### config.mk
export PLATFORM = sky130hd
export DESIGN_NAME = starfield_gen
export DESIGN_NICKNAME = d
export VERILOG_FILES = /design/src/rtl/starfield_pkg.sv /design/src/rtl/starfield_ctrl.sv /design/src/rtl/starfield_datapath.sv /design/src/rtl/starfield_gen.sv
export SDC_FILE = /design/constraint.sdc
export NUM_CORES = 1
export LEC_CHECK = 0
export ABC_CLOCK_PERIOD_IN_PS = 6600
export BUFFER_PORTS_ARGS = -buffer_cell sky130_fd_sc_hd__buf_2
export CORE_MARGIN = 4
export CORE_UTILIZATION = 60
export DETAILED_ROUTE_END_ITERATION = 16
export PLACE_DENSITY = 0.77
export SETUP_SLACK_MARGIN = 0.02
export SYNTH_ARGS = -nofsm -noshare
export SYNTH_HDL_FRONTEND = slang
export SYNTH_SLANG_ARGS = --single-unit
### constraint.sdc
create_clock -name clk -period 6.6 [get_ports clk]
set_input_delay 0.99 -clock clk [delete_from_list [all_inputs] [get_ports clk]]
set_output_delay 0.99 -clock clk [all_outputs]
set_load 0.05 [all_outputs]
### src/rtl/starfield_pkg.sv
package starfield_pkg;

  typedef struct packed {
    logic advance;
    logic wrap;
  } sfCtrl_t;

  function automatic logic [11:0] phaseColour(input int phase);
    case (phase % 4)
      0:       return 12'hFFF;
      1:       return 12'hF44;
      2:       return 12'h4F4;
      default: return 12'h48F;
    endcase
  endfunction

endpackage

### src/rtl/starfield_ctrl.sv
module starfield_ctrl
  import starfield_pkg::*;
#(
  parameter int V_VIS = 480,
  localparam int Y_W = $clog2(V_VIS)
) (
  input  logic           frameStart,
  input  logic           scrollEn,
  input  logic [Y_W-1:0] baseY,
  output sfCtrl_t        strobes
);

  always_comb begin
    strobes.advance = frameStart && scrollEn;
    strobes.wrap    = (baseY == Y_W'(V_VIS - 1));
  end

endmodule

### src/rtl/starfield_datapath.sv
module starfield_datapath
  import starfield_pkg::*;
#(
  parameter int H_VIS     = 800,
  parameter int V_VIS     = 480,
  parameter int PHASES    = 4,
  parameter int PER_PHASE = 7,
  parameter int H_STEP    = 22,
  parameter int BASE_X    = 100,
  parameter int BAND_ROT  = 2,
  parameter int STAR_W    = 2,
  parameter int STAR_H    = 2,
  localparam int X_W    = $clog2(H_VIS),
  localparam int Y_W    = $clog2(V_VIS),
  localparam int NSTARS = PHASES * PER_PHASE,
  localparam int BAND_H = V_VIS / PER_PHASE
) (
  input  logic           clk,
  input  logic           rstN,
  input  logic [X_W-1:0] pixX,
  input  logic [Y_W-1:0] pixY,
  input  logic           displayEn,
  input  sfCtrl_t        strobes,
  output logic [Y_W-1:0] baseY,
  output logic           starHit,
  output logic [11:0]    starColour
);

  logic [NSTARS-1:0] hitVec;
  logic              anyHit;
  logic [11:0]       hitColour;

  always_ff @(posedge clk or negedge rstN) begin
    if (!rstN) baseY <= '0;
    else if (strobes.advance) baseY <= strobes.wrap ? '0 : baseY + 1'b1;
  end

  for (genvar k = 0; k < NSTARS; k++) begin : g_star
    localparam int PH   = k % PHASES;
    localparam int IDX  = k / PHASES;
    localparam int SX   = BASE_X + H_STEP * k;
    localparam int BIAS = BAND_H * ((IDX + BAND_ROT * PH) % PER_PHASE);
    logic [Y_W:0] ySum, yTop, yDist;
    logic         xIn;
    always_comb begin
      ySum  = {1'b0, baseY} + (Y_W+1)'(BIAS);
      yTop  = (ySum >= (Y_W+1)'(V_VIS)) ? ySum - (Y_W+1)'(V_VIS) : ySum;
      yDist = ({1'b0, pixY} >= yTop) ? {1'b0, pixY} - yTop
                                     : {1'b0, pixY} + (Y_W+1)'(V_VIS) - yTop;
      xIn   = (pixX >= X_W'(SX)) && ((pixX - X_W'(SX)) < X_W'(STAR_W));
      hitVec[k] = xIn && (yDist < (Y_W+1)'(STAR_H));
    end
  end

  always_comb begin
    anyHit    = |hitVec;
    hitColour = '0;
    for (int k = NSTARS - 1; k >= 0; k--)
      if (hitVec[k]) hitColour = phaseColour(k % PHASES);
  end

  always_ff @(posedge clk or negedge rstN) begin
    if (!rstN) begin
      starHit    <= 1'b0;
      starColour <= '0;
    end else begin
      starHit    <= displayEn && anyHit;
      starColour <= (displayEn && anyHit) ? hitColour : '0;
    end
  end


  baseline_range_chk: assert property (@(posedge clk) disable iff (!rstN)
    baseY < Y_W'(V_VIS));


  baseline_step_chk: assert property (@(posedge clk) disable iff (!rstN)
    (strobes.advance && baseY != Y_W'(V_VIS - 1)) |=> baseY == $past(baseY) + 1'b1);


  baseline_wrap_chk: assert property (@(posedge clk) disable iff (!rstN)
    (strobes.advance && baseY == Y_W'(V_VIS - 1)) |=> baseY == '0);


  baseline_hold_chk: assert property (@(posedge clk) disable iff (!rstN)
    !strobes.advance |=> $stable(baseY));


  blank_gate_chk: assert property (@(posedge clk) disable iff (!rstN)
    !displayEn |=> (!starHit && starColour == '0));


  dark_colour_chk: assert property (@(posedge clk) disable iff (!rstN)
    !starHit |-> starColour == '0);

endmodule

### src/rtl/starfield_gen.sv
module starfield_gen
  import starfield_pkg::*;
#(
  parameter int H_VIS  = 800,
  parameter int V_VIS  = 480,
  parameter int BASE_X = 100,
  localparam int X_W = $clog2(H_VIS),
  localparam int Y_W = $clog2(V_VIS)
) (
  input  logic           clk,
  input  logic           rstN,
  input  logic [X_W-1:0] pixX,
  input  logic [Y_W-1:0] pixY,
  input  logic           displayEn,
  input  logic           frameStart,
  input  logic           scrollEn,
  output logic           starHit,
  output logic [11:0]    starColour
);

  sfCtrl_t        strobes;
  logic [Y_W-1:0] baseY;

  starfield_ctrl #(.V_VIS(V_VIS)) u_ctrl (
    .frameStart (frameStart),
    .scrollEn   (scrollEn),
    .baseY      (baseY),
    .strobes    (strobes)
  );

  starfield_datapath #(
    .H_VIS  (H_VIS),
    .V_VIS  (V_VIS),
    .BASE_X (BASE_X)
  ) u_dp (
    .clk        (clk),
    .rstN       (rstN),
    .pixX       (pixX),
    .pixY       (pixY),
    .displayEn  (displayEn),
    .strobes    (strobes),
    .baseY      (baseY),
    .starHit    (starHit),
    .starColour (starColour)
  );

endmodule

==> results.py <==
metrics = {
    "clocking": {
        "postCtsSetupBuffers": 0,
        "cts.clk_slew.worst_paths_ns": 0.05,
        "cts-root-buf": "clkbuf_16",
        "ctsLongestPathBuffers": 2,
        "hold_buffers": 0,
        "clock_sink_count": 16,
        "ctsResizeCount": 0,
        "cts_tree": "built",
        "cts_inserted_buffers": 3,
        "clkLatencyLatePin_ns": 0.25,
        "h-tree-depth": 1,
    },
    "final_layout": {
        "final_nets": 1404,
        "syn_to_final_growth_pct": 2.87,
        "layout-drive-gt1-share": 0.0744,
        "diodes": 0,
        "finish.instance_area_mm2": 0.00916,
    },
    "logic_synthesis": {
        "synth-adder-area-share": 0.150,
        "synth_area_mm2": 0.00891,
        "synth_top_family_by_area": "compound AO/OA/AOI/OAI gates",
        "yosysWarnings": 0,
        "ys_ff_latch": 16,
        "synthSimpleGateAreaFrac": 0.292,
        "syn_nets": 1427,
        "syn_area_per_cell_um2": 6.85,
        "synthXorXnorAreaFrac": 0.104,
        "synth_ff_type": "dfrtp_1",
        "synth.distinct_cells": 96,
        "synth_compound_area_frac": 0.321,
        "syn_inst": 1301,
        "async_reset_ff_frac": 1.00,
        "yosysSeqAreaShare": 0.0450,
        "synth.area.mux_share": 0.0257,
        "synth_edf_count": 0,
    },
    "detailed_routing": {
        "routed.top_layer": "met4",
        "drcViolationCount": 0,
        "dr.pass1.iters": 9,
        "vias": 10200,
        "viasPerCell": 6.99,
        "wl_met2_um": 12900,
        "wl_met3_um": 2980,
        "antenna_left": 0,
        "first_iter_violations": 1373,
        "wl_um": 29200,
        "wl_per_cell_um": 20.0,
        "wl_met1_um": 12000,
    },
    "sta": {
        "worstMarginPinSlew_ns": 1.02,
        "rsz0062_at_grt": "no",
        "max_clock_freq_ghz": 0.172,
        "finalSetupTns_ns": 0,
        "setup_viol": 0,
        "finClkSkew_ns": 0.000931,
        "slew_viol_final": 0,
        "final-hold-violation-count": 0,
        "relSlewSlack": 0.319,
        "period_share": 0.883,
        "setup_ws_ns": 0.774,
        "period_needed_ns": 5.83,
        "hold_ws_ns": 0.576,
    },
    "floorplanning": {
        "top_level_ports": 37,
        "core_area_mm2": 0.0145,
        "die_height_um": 130,
        "initial_core_util": 0.613,
        "num_rows": 44,
        "die_x_um": 130,
        "die-area_mm2": 0.0169,
    },
    "placement": {
        "preCtsSetupSlack_ns": 0.900,
        "port_buffers": 36,
        "gp_congestion": 1.04,
        "place_area_mm2": 0.00907,
        "hpwl_um": 22500,
    },
    "setup_path": {
        "crit_path_end_kind": "flop",
        "rr_startpoint": "u_dp.baseY[5]",
        "crit_path_max_incr_delay_ns": 0.73,
        "worst-setup-path-type": "reg2reg",
        "crit_buf_inv": 0,
        "cp-start-kind": "flop",
        "cp.required_ns": 6.71,
        "cp_cell_sequence": "ha_1 -> a21oi_1 -> xnor2_1 -> ha_1 -> nand3_1 -> o21ai_0 -> nand2_1 -> nand2_1 -> nand2_1 -> xnor2_1 -> ha_1 -> and3b_1 -> and4_1 -> o311a_1 -> nor2b_1 -> o2111ai_1 -> a21boi_1 -> a2bb2oi_1 -> o2111ai_1 -> nor4_4 -> a221oi_1",
        "critical_path.max_fanout": 17,
        "cp.arrival_ns": 5.93,
        "r2r_setup_slack_ns": 0.77,
        "reg2reg_to": "u_dp.starColour[7]",
        "critPathTopFamily": "compound AO/OA/AOI/OAI gates",
        "crit_slowest_cell": "dfrtp_1",
        "reg2reg_depth": 21,
    },
    "global_routing": {
        "grt_antenna_before_repair": 0,
        "grt_pass1_vias": 9251,
        "grt_max_degree": 46,
        "grt_usage": 0.340,
        "overflow": 0,
        "grt_pass1_wl_um": 47300,
    },
    "worst_hold_path": {
        "hp-start": "u_dp.baseY[1]",
        "hold_depth": 2,
        "hold_end": "u_dp.baseY[1]",
        "worstHoldPathType": "reg2reg",
    },
    "pwr": {
        "power.density_mw_per_mm2": 386,
        "power_leakage_uw": 0.00364,
        "ir_worst_vdd_uv": 207,
    },
    "flow_run": {
        "cap_viol_max_count": 0,
    },
    "status": {
        "status": "finished, final reports clean",
    },
}
## cell families (layout without fill, tap and decap cells)
group           Yosys count  after routing
simple gates            504            504
mux                      22             22
buf+inv                 134            110
xor+xnor                102            102
flops                    16             16
compound gates          416            416
fa+ha+maj               107            107
## worst max path at each step
stage / depth (start not counted) / start / slack [ns] / end
floorplan: 23 / u_dp.baseY[4] / 1.37 / u_dp.starColour[7]
global placement: 21 / u_dp.baseY[5] / 1.03 / u_dp.starColour[6]
detailed placement: 21 / u_dp.baseY[5] / 0.90 / u_dp.starColour[7]
CTS: 21 / u_dp.baseY[5] / 0.86 / u_dp.starColour[7]
global route: 21 / u_dp.baseY[5] / 0.32 / u_dp.starColour[3]
finish: 21 / u_dp.baseY[5] / 0.77 / u_dp.starColour[7]
## cells in the mapped netlist (all sizes together) (8+ instances only)
library cell | number | share of area
nor2 | 117 | 0.049
a21oi | 107 | 0.061
nand2 | 107 | 0.046
ha | 101 | 0.14
xnor2 | 80 | 0.081
o21ai | 66 | 0.038
inv | 56 | 0.024
clkbuf | 49 | 0.021
nand3 | 47 | 0.026
nor3 | 44 | 0.025
nand2b | 31 | 0.022
a31oi | 29 | 0.020
nor2b | 29 | 0.020
buf | 26 | 0.016
nand4 | 26 | 0.018
a211oi | 23 | 0.021
a21o | 23 | 0.019
o211ai | 22 | 0.019
xor2 | 21 | 0.021
nor4 | 18 | 0.015
dfrtp | 16 | 0.045
mux2i | 15 | 0.017
o31ai | 13 | 0.011
o21a | 12 | 0.010
or3 | 12 | 0.0084
or4 | 11 | 0.0093
a21boi | 10 | 0.0084
and2 | 9 | 0.0063
o2111ai | 9 | 0.0089
o22ai | 9 | 0.0063
and4 | 8 | 0.0079
## cells in the final DEF (no fill, tap or decap), types with 8 or more instances in the layout
master	instances
a211oi_1	21
o21a_1	12
dfrtp_1	16
ha_1	101
o21ai_0	64
o2111ai_1	9
o31ai_1	13
o22ai_1	9
o211ai_1	22
nand2b_1	31
mux2i_1	15
and2_1	8
nor3_1	44
xnor2_1	77
inv_1	54
a31oi_1	29
a21oi_1	105
xor2_1	21
nor4_1	16
a21boi_0	8
buf_2	36
nand2_1	105
nor2_1	117
nand3_1	47
a21o_1	23
or3_1	12
nand4_1	26
or4_1	11
nor2b_1	29
buf_4	11
and4_1	8
## routing by layer
layer  up-vias  GRT usage
met2       595      0.538
met5         -          0
li1       4821          -
met3       103     0.0495
met4         0      0.152
met1      4688      0.459
## flip-flops by register name (all words and copies together), names as in the netlist
register         cells
u_dp.starHit         1
u_dp.starColour      6
u_dp.baseY           9
## cell type report
| type | instances | area [um2] |
|---|---|---|
| Clock buffer | 4 | 88.8 |
| Multi-Input combinational cell | 1151 | 7960 |
| Tap cell | 184 | 230 |
| Sequential cell | 16 | 400 |
| Timing Repair Buffer | 47 | 263 |
| Inverter | 59 | 221 |
| Fill cell | 1383 | 5370 |
## report_power, final
group          internal, uW  switching [uW]  total (uW)
Clock                  92.2            40.5         133
Combinational          1310            1940        3250
Sequential              111            40.0         151
## per-stage QoR
stage | cells | util | power (uW)
3_3_place_gp | 1457 | 0.624 | 3260
3_5_place_dp | 1457 | 0.624 | 3310
2_1_floorplan | 1301 | - | 2680
6_report | 1461 | 0.630 | 3530
4_1_cts | 1461 | 0.630 | 3460
5_1_grt | 1461 | 0.630 | 3860
## worst min-delay path, stage by stage (launching register included)
cell,delay (ns)
dfrtp_1,0.41
nand2_1,0.06
o21ai_0,0.07
No activity file was read; power rests on OpenSTA's default activity.
